$ cat config.mk
export PLATFORM = sky130hd
export DESIGN_NAME = simd_lane_adder
export DESIGN_NICKNAME = d
export VERILOG_FILES = /design/src/rtl/simd_add_pkg.sv /design/src/rtl/simd_lane_boundary.sv /design/src/rtl/simd_seg_adder.sv /design/src/rtl/simd_beat_reg.sv /design/src/rtl/simd_lane_adder.sv
export SDC_FILE = /design/constraint.sdc
export NUM_CORES = 1
export LEC_CHECK = 0
export BUFFER_PORTS_ARGS = -buffer_cell sky130_fd_sc_hd__buf_2
export CAP_MARGIN = 20
export CORE_UTILIZATION = 30
export DETAILED_ROUTE_END_ITERATION = 10
export PLACE_DENSITY = 0.52
export SYNTH_ARGS = -nofsm -noshare
export SYNTH_HDL_FRONTEND = slang
export SYNTH_SLANG_ARGS = --single-unit
$ cat constraint.sdc
create_clock -name clk -period 9.7 [get_ports clk]
set_input_delay 1.94 -clock clk [delete_from_list [all_inputs] [get_ports clk]]
set_output_delay 1.94 -clock clk [all_outputs]
set_load 0.01 [all_outputs]
$ cat src/rtl/simd_add_pkg.sv
package simd_add_pkg;

    localparam int VEC_W     = 128;
    localparam int SEG_W     = 8;
    localparam int NUM_SEG   = VEC_W / SEG_W;
    localparam int MODE_W    = 2;

    typedef enum logic [MODE_W-1:0] {
        LM_E8   = 2'b00,
        LM_E16  = 2'b01,
        LM_E32  = 2'b10,
        LM_E32X = 2'b11
    } lane_mode_e;

    typedef logic [VEC_W-1:0] vec_t;

    typedef struct packed {
        logic valid;
        vec_t data;
    } vec_beat_t;

    // Number of 8-bit segments that make up one element in a given mode.
    function automatic int segs_per_elem(lane_mode_e m);
        case (m)
            LM_E8:   return 1;
            LM_E16:  return 2;
            default: return 4;
        endcase
    endfunction

    // Bit k set: segment k begins a new element, so its carry-in is forced low.
    function automatic logic [NUM_SEG-1:0] elem_start_mask(lane_mode_e m);
        logic [NUM_SEG-1:0] mask;
        int spe;
        spe = segs_per_elem(m);
        for (int k = 0; k < NUM_SEG; k++) begin
            mask[k] = ((k % spe) == 0);
        end
        return mask;
    endfunction

endpackage

$ cat src/rtl/simd_lane_boundary.sv
module simd_lane_boundary
    import simd_add_pkg::*;
#(
    parameter int N_SEG = simd_add_pkg::NUM_SEG
) (
    input  lane_mode_e         mode,
    output logic [N_SEG-1:0]   seg_cut
);

    logic [N_SEG-1:0] cut_e8;
    logic [N_SEG-1:0] cut_e16;
    logic [N_SEG-1:0] cut_e32;

    // Static boundary patterns for each element size, picked at run time.
    for (genvar k = 0; k < N_SEG; k++) begin : g_pat
        assign cut_e8[k]  = 1'b1;
        assign cut_e16[k] = ((k % 2) == 0);
        assign cut_e32[k] = ((k % 4) == 0);
    end

    always_comb begin
        case (mode)
            LM_E8:   seg_cut = cut_e8;
            LM_E16:  seg_cut = cut_e16;
            default: seg_cut = cut_e32;
        endcase
    end

endmodule

$ cat src/rtl/simd_seg_adder.sv
module simd_seg_adder #(
    parameter int W = simd_add_pkg::SEG_W
) (
    input  logic [W-1:0] a,
    input  logic [W-1:0] b,
    input  logic         cin,
    output logic [W-1:0] sum,
    output logic         cout
);

    logic [W:0] wide;

    always_comb begin
        wide = {1'b0, a} + {1'b0, b} + {{W{1'b0}}, cin};
        sum  = wide[W-1:0];
        cout = wide[W];
    end

endmodule

$ cat src/rtl/simd_beat_reg.sv
module simd_beat_reg
    import simd_add_pkg::*;
(
    input  logic      clk,
    input  logic      rst,
    input  logic      load,
    input  vec_t      d,
    output vec_beat_t q
);

    always_ff @(posedge clk) begin
        if (rst) begin
            q <= '0;
        end else begin
            q.valid <= load;
            if (load) begin
                q.data <= d;
            end
        end
    end

endmodule

$ cat src/rtl/simd_lane_adder.sv
module simd_lane_adder
    import simd_add_pkg::*;
#(
    parameter int V_W  = simd_add_pkg::VEC_W,
    parameter int S_W  = simd_add_pkg::SEG_W,
    localparam int N_S = V_W / S_W
) (
    input  logic             clk,
    input  logic             rst,
    input  logic             in_valid,
    input  logic [1:0]       lane_mode,
    input  logic [V_W-1:0]   src_a,
    input  logic [V_W-1:0]   src_b,
    output logic             out_valid,
    output logic [V_W-1:0]   out_sum
);

    lane_mode_e        mode_q;
    logic [N_S-1:0]    seg_cut;
    logic [N_S-1:0]    seg_cin;
    logic [N_S-1:0]    seg_cout;
    logic [V_W-1:0]    raw_sum;
    vec_beat_t         beat;

    assign mode_q = lane_mode_e'(lane_mode);

    simd_lane_boundary #(.N_SEG(N_S)) u_boundary (
        .mode    (mode_q),
        .seg_cut (seg_cut)
    );

    // One ripple chain across all segments, cut where an element begins.
    for (genvar k = 0; k < N_S; k++) begin : g_seg
        if (k == 0) begin : g_first
            assign seg_cin[k] = 1'b0;
        end else begin : g_rest
            assign seg_cin[k] = seg_cut[k] ? 1'b0 : seg_cout[k-1];
        end

        simd_seg_adder #(.W(S_W)) u_seg (
            .a    (src_a[k*S_W +: S_W]),
            .b    (src_b[k*S_W +: S_W]),
            .cin  (seg_cin[k]),
            .sum  (raw_sum[k*S_W +: S_W]),
            .cout (seg_cout[k])
        );
    end

    simd_beat_reg u_out (
        .clk  (clk),
        .rst  (rst),
        .load (in_valid),
        .d    (raw_sum),
        .q    (beat)
    );

    assign out_valid = beat.valid;
    assign out_sum   = beat.data;

endmodule

==> results of run 1 <==
cells in the mapped netlist, types with 7 or more instances:
library cell / instances
a2111oi_1: 9
a211o_1: 51
a211oi_1: 25
a21o_1: 45
a21oi_1: 65
a311oi_1: 11
a31oi_1: 9
a32o_1: 12
and3_1: 16
buf_2: 25
buf_4: 9
clkbuf_1: 12
dfxtp_1: 129
fa_1: 28
ha_1: 112
inv_1: 33
mux2i_1: 32
nand2_1: 59
nand2b_1: 31
nand3_1: 33
nand4_1: 11
nor2_1: 118
nor2b_1: 8
nor3_1: 7
nor3b_1: 23
nor4_1: 7
o2111ai_1: 13
o21a_1: 39
o21ai_0: 62
o21ai_1: 7
or3_1: 13
or4_1: 17
xnor2_1: 20
area by class of cell:
class                      instances  share of cell area [%]
multi-input combinational        944                    54.8
sequential                       129                    19.8
timing repair buffer             394                    15.3
tap                              442                    4.24
clock buffer                      17                    3.26
clock inverter                    15                    1.41
inverter                          35                    1.01
antenna                           11                   0.211
worst reg2reg max path: cells and delay by family (launching register included):
family / cells / cell delay, ns
AND/OR/NAND/NOR: 2 / 0.54
flip-flops: 1 / 0.32
stage by stage:
step	power, mW	area [µm²]
2_1_floorplan	1.00	10100
3_3_place_gp	1.22	12400
3_5_place_dp	1.22	12400
4_1_cts	1.92	13000
5_1_grt	2.02	13000
6_report	1.90	13000
layer usage:
layer,track usage (%),up-vias,part of all wire (%)
li1,-,5129,-
met1,24.6,4776,45
met2,31.2,279,46
met3,5.34,43,6.5
met4,7.38,6,2.1
met5,0,-,0.12
final timing paths:
kind | from | endpoint | slack, ns | cells after the start
worst min-delay path | u_out.q[116] | u_out.q[116] | 0.47 | 2
worst max-delay path | src_a[0] | u_out.q[30] | 1.68 | 25
worst max register to register | u_out.q[126] | u_out.q[126] | 8.72 | 2
worst min register to register | u_out.q[116] | u_out.q[116] | 0.47 | 2
cell families after synthesis:
family / after synthesis / share of synthesized area (%)
xor+xnor: 24 / 2.08
compound gates: 385 / 27.5
flops: 129 / 25.5
fa+ha+maj: 140 / 19.4
mux: 32 / 3.17
buf+inv: 85 / 3.87
simple gates: 363 / 18.5
layout by cell type (no fill, tap or decap), types with 12 or more instances in the layout:
cell type / Yosys / layout
nand2_1: 59 / 59
xnor2_1: 20 / 20
dfxtp_1: 129 / 129
nand3_1: 33 / 33
or4_1: 17 / 17
buf_2: 25 / 387
nand2b_1: 31 / 31
a211o_1: 51 / 51
inv_1: 33 / 33
nor3b_1: 23 / 23
o21ai_0: 62 / 62
ha_1: 112 / 112
a32o_1: 12 / 12
mux2i_1: 32 / 32
fa_1: 28 / 28
o2111ai_1: 13 / 13
nor2_1: 118 / 117
a21oi_1: 65 / 65
a211oi_1: 25 / 25
or3_1: 13 / 13
o21a_1: 39 / 39
a21o_1: 45 / 45
and3_1: 16 / 16
clkbuf_16: 0 / 17
power groups by stage:
stage	Clock [mW]	Sequential, mW	Combinational (mW)
4_1_cts	0.712	0.614	0.599
5_1_grt	0.732	0.619	0.665
6_report	0.689	0.613	0.596
3_3_place_gp	0	0.624	0.594
2_1_floorplan	0	0.648	0.357
3_5_place_dp	0	0.624	0.596
==> impl_metrics.json, run 1 <==
{
  "grt.total_usage_pct": 19.4,
  "dieArea_um2": 34500,
  "largest_register": "u_out.q",
  "cts_resized": 0,
  "numPortBuffers": 389,
  "fin_skew_ns": 0,
  "ys.flop_type": "dfxtp_1",
  "cts_root_buffer": "clkbuf_16",
  "p_seq_share_pct": 32.3,
  "switching_share_pct": 33.5,
  "syn_to_final_growth_pct": 29.0,
  "power_density_nw_per_um2": 145,
  "postCtsHoldBufs": 0,
  "viasPerCell": 5.15,
  "ys_types": 57,
  "path_buf_inv": 1,
  "maxSlewViolCount": 0,
  "start_util_pct": 30.8,
  "final_nets": 1922,
  "ys_top_cells_by_area": "dfxtp_1, ha_1, fa_1",
  "clkLatencyLatePin_ns": 0.43,
  "drc": 0,
  "synthCells": 1158,
  "ys_warn_count": 0,
  "synth_edf_count": 0,
  "reg_top3": "u_out.q (129)",
  "clkPwrFrac_pct": 36.3,
  "synth_top_cell_by_area": "dfxtp_1",
  "numCtsBuffers": 17,
  "power.switching_uw": 637,
  "ys_ff_latch": 129,
  "status": "finished clean",
  "fin_tns_setup_ns": 0,
  "multi_input_area_um2": 7140,
  "cp-start-kind": "primary input",
  "cpPeakStageDelay_ns": 0.51,
  "avgSynthCellArea_um2": 8.74,
  "fin_crit_ns": 8.02,
  "synth_nets": 1559,
  "dp_hpwl_mm": 26.8,
  "drt_wl_total_mm": 34.3,
  "arrival_ns": 8.33,
  "drive_above_1_share_pct": 29.3,
  "gp_congestion": 0.886,
  "cp_top_family": "adder cells",
  "clk_pin_slew_ns": 0.07,
  "cp_data_required_time_ns": 10.01,
  "finalHoldWorstSlack_ns": 0.466,
  "setup.worst_path.class": "in -> reg",
  "h-tree-depth": 4,
  "largest_register_ffs": 129,
  "nFillCells": 3487,
  "ir_drop_uv": 118,
  "end_kind": "flip-flop",
  "instances_no_fill": 1987,
  "antenna_found_initial": 13,
  "vias": 10200,
  "setup_ws_ns": 1.68,
  "antenna_left": 0,
  "ys_async_sr_fraction_pct": 0,
  "relSlewSlack_pct": 32.6,
  "fp.coreArea_um2": 32900,
  "cap_viol_max_count": 0,
  "dp_slack_ns": 1.22,
  "grt_pass1_vias": 9655,
  "clockBufferDepth": 2,
  "cts_sinks": 129,
  "report.final.setup_viol": 0,
  "worstPathMaxFanout": 3,
  "worst_slew_pin_slew_ns": 1.01,
  "firstDrtPassIters": 5,
  "path_common_cell": "fa_1",
  "rsz0062_at_grt": "no",
  "synthDominantCellAreaShare_pct": 25.5,
  "seqCellArea_um2": 2580,
  "die_x_um": 186,
  "gr-total-overflow": 0,
  "combPwrFrac_pct": 31.4,
  "drt-initial-drc-count": 518,
  "post-route-util_pct": 39.7,
  "ios": 390,
  "grt_pass1_wl_mm": 51.9,
  "post-route-period-util_pct": 82.7,
  "die_h_um": 186,
  "dp_cells": 1944,
  "min_path_type": "reg -> reg",
  "rows": 66,
  "wl_per_cell_um": 17.3,
  "max_clock_freq_mhz": 125,
  "p_leak_nw": 6.26,
  "syn_area_um2": 10100,
  "cts_setup_buffers": 0,
  "grt_max_degree": 91,
  "slowest_stage": "or4_1",
  "finalHoldViolCount": 0,
  "p_int_mw": 1.26,
  "cts_tree": "built",
  "synth-seq-area-share_pct": 25.5
}
(Power assumes the default switching activity.)
==> run 2: changes to the inputs <==
--- a/config.mk
+++ b/config.mk
@@ -9,7 +9,7 @@
 export CAP_MARGIN = 20
 export CORE_UTILIZATION = 30
 export DETAILED_ROUTE_END_ITERATION = 10
-export PLACE_DENSITY = 0.52
+export PLACE_DENSITY = 0.53
 export SYNTH_ARGS = -nofsm -noshare
 export SYNTH_HDL_FRONTEND = slang
 export SYNTH_SLANG_ARGS = --single-unit
==> constraint.sdc (replaced) <==
create_clock -name clk -period 7.05 [get_ports clk]
set_input_delay 1.41 -clock clk [delete_from_list [all_inputs] [get_ports clk]]
set_output_delay 1.41 -clock clk [all_outputs]
set_load 0.01 [all_outputs]
==> impl_metrics.json, run 2 (synthesis gave the netlist of run 1 again) <==
{
  "worst_slew_pin_slew_ns": 1.04,
  "p_leak_nw": 6.56,
  "antenna_left": 0,
  "r2r_slack_ns": 6.06,
  "path_buf_inv": 1,
  "cap_viol_max_count": 0,
  "vias": 10500,
  "largest_register": "u_out.q",
  "rsz0062_at_grt": "yes",
  "ir_drop_uv": 164,
  "fin_tns_setup_ns": 0,
  "cp_data_required_time_ns": 7.36,
  "end_kind": "flip-flop",
  "post-route-period-util_pct": 96.7,
  "grt_pass1_vias": 9908,
  "path_common_cell": "fa_2",
  "start_util_pct": 30.8,
  "reg_top3": "u_out.q (129)",
  "numCtsBuffers": 17,
  "report.final.setup_viol": 0,
  "gr-total-overflow": 0,
  "die_h_um": 186,
  "drt_wl_total_mm": 34.6,
  "rows": 66,
  "finalHoldViolCount": 0,
  "drt-initial-drc-count": 434,
  "dieArea_um2": 34500,
  "cts_root_buffer": "clkbuf_16",
  "reg2reg_depth": 2,
  "wl_per_cell_um": 16.8,
  "nFillCells": 3437,
  "final_nets": 1992,
  "grt.total_usage_pct": 19.7,
  "h-tree-depth": 4,
  "syn_to_final_growth_pct": 34.6,
  "cp_top_family": "adder cells",
  "grt_pass1_wl_mm": 52.6,
  "drive_above_1_share_pct": 33.9,
  "stdcell_area_um2": 13600,
  "arrival_ns": 7.13,
  "layout_common_cells": "buf_2, dfxtp_1, nor2_1, ha_1, buf_4",
  "slowest_stage": "or4_1",
  "gp_congestion": 0.868,
  "antenna_found_initial": 13,
  "finalHoldWorstSlack_ns": 0.459,
  "multi_input_area_um2": 7240,
  "worstSetupStartpoint": "src_a[0]",
  "fin_skew_ns": 0,
  "status": "finished clean",
  "clk_pin_slew_ns": 0.06,
  "fin_crit_ns": 6.82,
  "maxSlewViolCount": 0,
  "final_common_cell": "buf_2",
  "crit_cells": 25,
  "crit_end": "u_out.q[30]",
  "die_x_um": 186,
  "timing.rr.end": "u_out.q[94]",
  "clkLatencyLatePin_ns": 0.43,
  "cp-start-kind": "primary input",
  "seqCellArea_um2": 2580,
  "grt_max_degree": 98,
  "regToRegStartpoint": "u_out.q[94]",
  "fp.coreArea_um2": 32900,
  "relSlewSlack_pct": 30.9,
  "viasPerCell": 5.13,
  "min_path_type": "reg -> reg",
  "worstPathMaxFanout": 2,
  "power_density_nw_per_um2": 189,
  "setup.worst_path.class": "in -> reg",
  "drc": 0,
  "clockBufferDepth": 2,
  "cts_tree": "built",
  "cts_sinks": 129,
  "placed_area_um2": 13000,
  "largest_register_ffs": 129,
  "dp_hpwl_mm": 26.9,
  "ios": 390,
  "cpPeakStageDelay_ns": 0.55,
  "numPortBuffers": 389,
  "firstDrtPassIters": 5,
  "max_clock_freq_mhz": 147
}
run 2: changes by cell type in the layout (fill, tap and decap cells not counted), moves of 3 or more:
cell / change
buf_4: +70
fa_1: -25
fa_2: +25
clkbuf_1: +6
clkinv_4: -4
a21oi_1: -3
a21oi_2: +3
clkbuf_8: +3
clkinv_2: +3
clkinvlp_4: -3
diode_2: -3
inv_6: -3
run 2: worst min path at each step:
stage | start | end | slack, ns | depth (start not counted)
finish | u_out.q[38] | u_out.q[38] | 0.46 | 1
global route | u_out.q[108] | u_out.q[108] | 0.48 | 2
detailed placement | u_out.q[38] | u_out.q[38] | 0.45 | 1
global placement | u_out.q[38] | u_out.q[38] | 0.45 | 1
CTS | u_out.q[38] | u_out.q[38] | 0.46 | 1
floorplan | u_out.q[100] | u_out.q[100] | 0.49 | 2
run 2: stage by stage:
| step | setup slack, ns | std cells | total power, mW | utilization (%) |
|---|---|---|---|---|
| 3_3_place_gp | -0.308 | 2012 | 1.72 | 39.4 |
| 3_5_place_dp | -0.443 | 2012 | 1.73 | 39.4 |
| 2_1_floorplan | -0.0138 | 1158 | 1.38 | - |
| 5_1_grt | -0.0652 | 2051 | 2.74 | 41.4 |
| 4_1_cts | 0.0242 | 2044 | 2.60 | 41.1 |
| 6_report | 0.229 | 2054 | 2.57 | 41.4 |
run 2: layout make-up:
type / count / area share (%)
Timing Repair Buffer: 464 / 18.6
Clock buffer: 26 / 3.59
Tap cell: 442 / 4.06
Clock inverter: 6 / 0.404
Antenna cell: 8 / 0.147
Sequential cell: 129 / 19.0
Multi-Input combinational cell: 944 / 53.2
Inverter: 35 / 0.965
run 2: per-layer routing:
metal	wire (µm)	GRT usage [%]	vias to the layer above
met5	48	0	-
met4	628	7.18	8
met3	2320	5.44	45
met2	16400	32.7	287
met1	15200	24.1	4918
li1	-	-	5279
run 2: what timing repair did:
item	CTS	global route
hold buffers	0	0
gates resized for setup	0	20
setup endpoints to repair	0	5
endpoints found under the hold margin	0	0
setup buffers	0	2
run 2: power by group:
group          internal, mW  switching, mW  total (mW)  leakage [nW]
clock                 0.510          0.342       0.852         0.272
sequential            0.805         0.0374       0.843          1.07
combinational         0.415          0.464       0.879          5.22
total                  1.73          0.843        2.57          6.56
==> run 3: changes to the inputs <==
--- a/config.mk
+++ b/config.mk
@@ -9,7 +9,7 @@
 export CAP_MARGIN = 20
 export CORE_UTILIZATION = 30
 export DETAILED_ROUTE_END_ITERATION = 10
-export PLACE_DENSITY = 0.53
+export SLEW_MARGIN = 20
 export SYNTH_ARGS = -nofsm -noshare
 export SYNTH_HDL_FRONTEND = slang
 export SYNTH_SLANG_ARGS = --single-unit
==> impl_metrics.json, run 3 (synthesis gave the netlist of run 1 again) <==
{
  "status": "finished clean",
  "gp_congestion": 0.844,
  "power.switching_uw": 884,
  "switching_share_pct": 32.6,
  "clockBufferDepth": 2,
  "reg_top3": "u_out.q (129)",
  "viasPerCell": 5.13,
  "clkPwrFrac_pct": 36.5,
  "multi_input_area_um2": 7250,
  "fp.coreArea_um2": 32900,
  "fin_crit_ns": 6.84,
  "post-route-period-util_pct": 97.0,
  "clk_pin_slew_ns": 0.06,
  "drt-initial-drc-count": 483,
  "final_common_cell": "buf_2",
  "setup_ws_ns": 0.212,
  "wl_met2_mm": 16.1,
  "ios": 390,
  "clkLatencyLatePin_ns": 0.43,
  "worstPathMaxFanout": 2,
  "final_nets": 1989,
  "max_clock_freq_mhz": 146,
  "rows": 66,
  "numCtsBuffers": 17,
  "finalHoldViolCount": 0,
  "antenna_found_initial": 10,
  "report.final.setup_viol": 0,
  "fin_skew_ns": 0,
  "drive_above_1_share_pct": 34.4,
  "combPwrFrac_pct": 32.4,
  "p_leak_nw": 6.57,
  "largest_register_ffs": 129,
  "die_h_um": 186,
  "postCtsHoldBufs": 0,
  "dp_hpwl_mm": 27.2,
  "wl_per_cell_um": 16.9,
  "nFillCells": 3359,
  "start_util_pct": 30.8,
  "relSlewSlack_pct": 31.4,
  "drt_wl_total_mm": 34.7,
  "layout_common_cells": "buf_2, dfxtp_1, nor2_1, ha_1, buf_4",
  "cap_viol_max_count": 0,
  "dr_wl_met3_mm": 2.19,
  "numPortBuffers": 389,
  "placed_area_um2": 12900,
  "instances_no_fill": 2051,
  "seqCellArea_um2": 2580,
  "antenna_left": 0,
  "grt_pass1_vias": 9906,
  "grt_max_degree": 95,
  "cp_data_required_time_ns": 7.36,
  "die_x_um": 186,
  "top_layer": "met4",
  "ir_drop_uv": 159,
  "dp_slack_ns": -0.503,
  "syn_to_final_growth_pct": 35.3,
  "power_density_nw_per_um2": 198,
  "stdcell_area_um2": 13700,
  "dieArea_um2": 34500,
  "total_power_mw": 2.71,
  "cts_root_buffer": "clkbuf_16",
  "maxSlewViolCount": 0,
  "grt_pass1_wl_mm": 52.1,
  "gr-total-overflow": 0,
  "end_kind": "flip-flop",
  "cts_sinks": 129,
  "cp-start-kind": "primary input",
  "rsz0062_at_grt": "yes",
  "h-tree-depth": 4,
  "largest_register": "u_out.q",
  "wl_met1_mm": 15.7,
  "firstDrtPassIters": 4,
  "setup.worst_path.class": "in -> reg",
  "p_seq_share_pct": 31.1,
  "cts_tree": "built",
  "arrival_ns": 7.15,
  "drc": 0,
  "dp_cells": 2005,
  "grt.total_usage_pct": 19.5,
  "vias": 10500,
  "p_int_mw": 1.83,
  "min_path_type": "reg -> reg",
  "worst_slew_pin_slew_ns": 1.03
}
run 3: cell count changes in the layout (fill, tap and decap cells not counted), moves of 2 or more:
| cell | change |
|---|---|
| buf_4 | -2 |
| clkbuf_8 | -2 |
| clkinv_4 | +2 |
| clkinv_2 | -2 |
| clkbuf_1 | -6 |
| bufinv_16 | +3 |
| clkinvlp_4 | +3 |
run 3: power groups by stage:
stage | clock network (mW) | logic, mW | registers, mW
finish | 0.991 | 0.880 | 0.843
global route | 1.05 | 0.976 | 0.851
CTS | 1.02 | 0.870 | 0.843
detailed placement | 0 | 0.864 | 0.858
global placement | 0 | 0.853 | 0.857
floorplan | 0 | 0.493 | 0.891
run 3: area by class of cell:
class / instances / area share (%)
inverters: 35 / 0.960
clock inverters: 13 / 1.34
repair buffers: 461 / 18.3
multi-input cells: 944 / 53.0
clock buffers: 19 / 3.31
flip-flops and latches: 129 / 18.9
well taps: 442 / 4.04
diodes: 8 / 0.146
run 3: worst max-delay path, cell delays in order:
cell and delay, ns:
buf_6 0.10, ha_4 0.15, fa_2 0.34, a211o_1 0.28, nand2_1 0.09, a21o_1 0.14
a21oi_2 0.07, fa_2 0.40, fa_2 0.38, a211o_1 0.29, nand2_2 0.07, a21o_1 0.15
a21oi_2 0.08, fa_2 0.39, fa_2 0.40, a211oi_4 0.28, o21ai_1 0.09, o211ai_1 0.14
a21oi_2 0.12, fa_2 0.39, fa_2 0.38, a21o_1 0.19, a211oi_2 0.21, nor4_1 0.08
or4_1 0.54
run 3: per-stage QoR:
step                      TNS, ns  utilization [%]  hold slack [ns]
final                           0             41.6            0.462
after global placement      -1.00             39.3            0.448
after floorplan           -0.0138                -            0.486
after detailed placement    -2.03             39.3            0.454
after global routing      -0.0600             41.6            0.484
after CTS                       0             41.2            0.469
run 3: path summary, 6_finish.rpt:
kind	startpoint	to	slack (ns)	depth (start not counted)
worst min register to register	u_out.q[6]	u_out.q[6]	0.46	1
worst max-delay path	src_a[0]	u_out.q[30]	0.21	25
worst max register to register	u_out.q[126]	u_out.q[126]	6.05	2
worst min-delay path	u_out.q[6]	u_out.q[6]	0.46	1
run 3: per-layer routing:
| metal | global-route usage (%) | up-vias |
|---|---|---|
| met1 | 24.8 | 4880 |
| met5 | 0 | - |
| met3 | 4.79 | 33 |
| met4 | 7.11 | 0 |
| li1 | - | 5279 |
| met2 | 31.9 | 324 |
run 3: what timing repair did:
action | 4_1_cts | 5_1_grt
setup buffers | 0 | 6
gates cloned | 0 | 0
pin swaps | 0 | 20
setup endpoints to repair | 1 | 5
gates resized for setup | 1 | 22
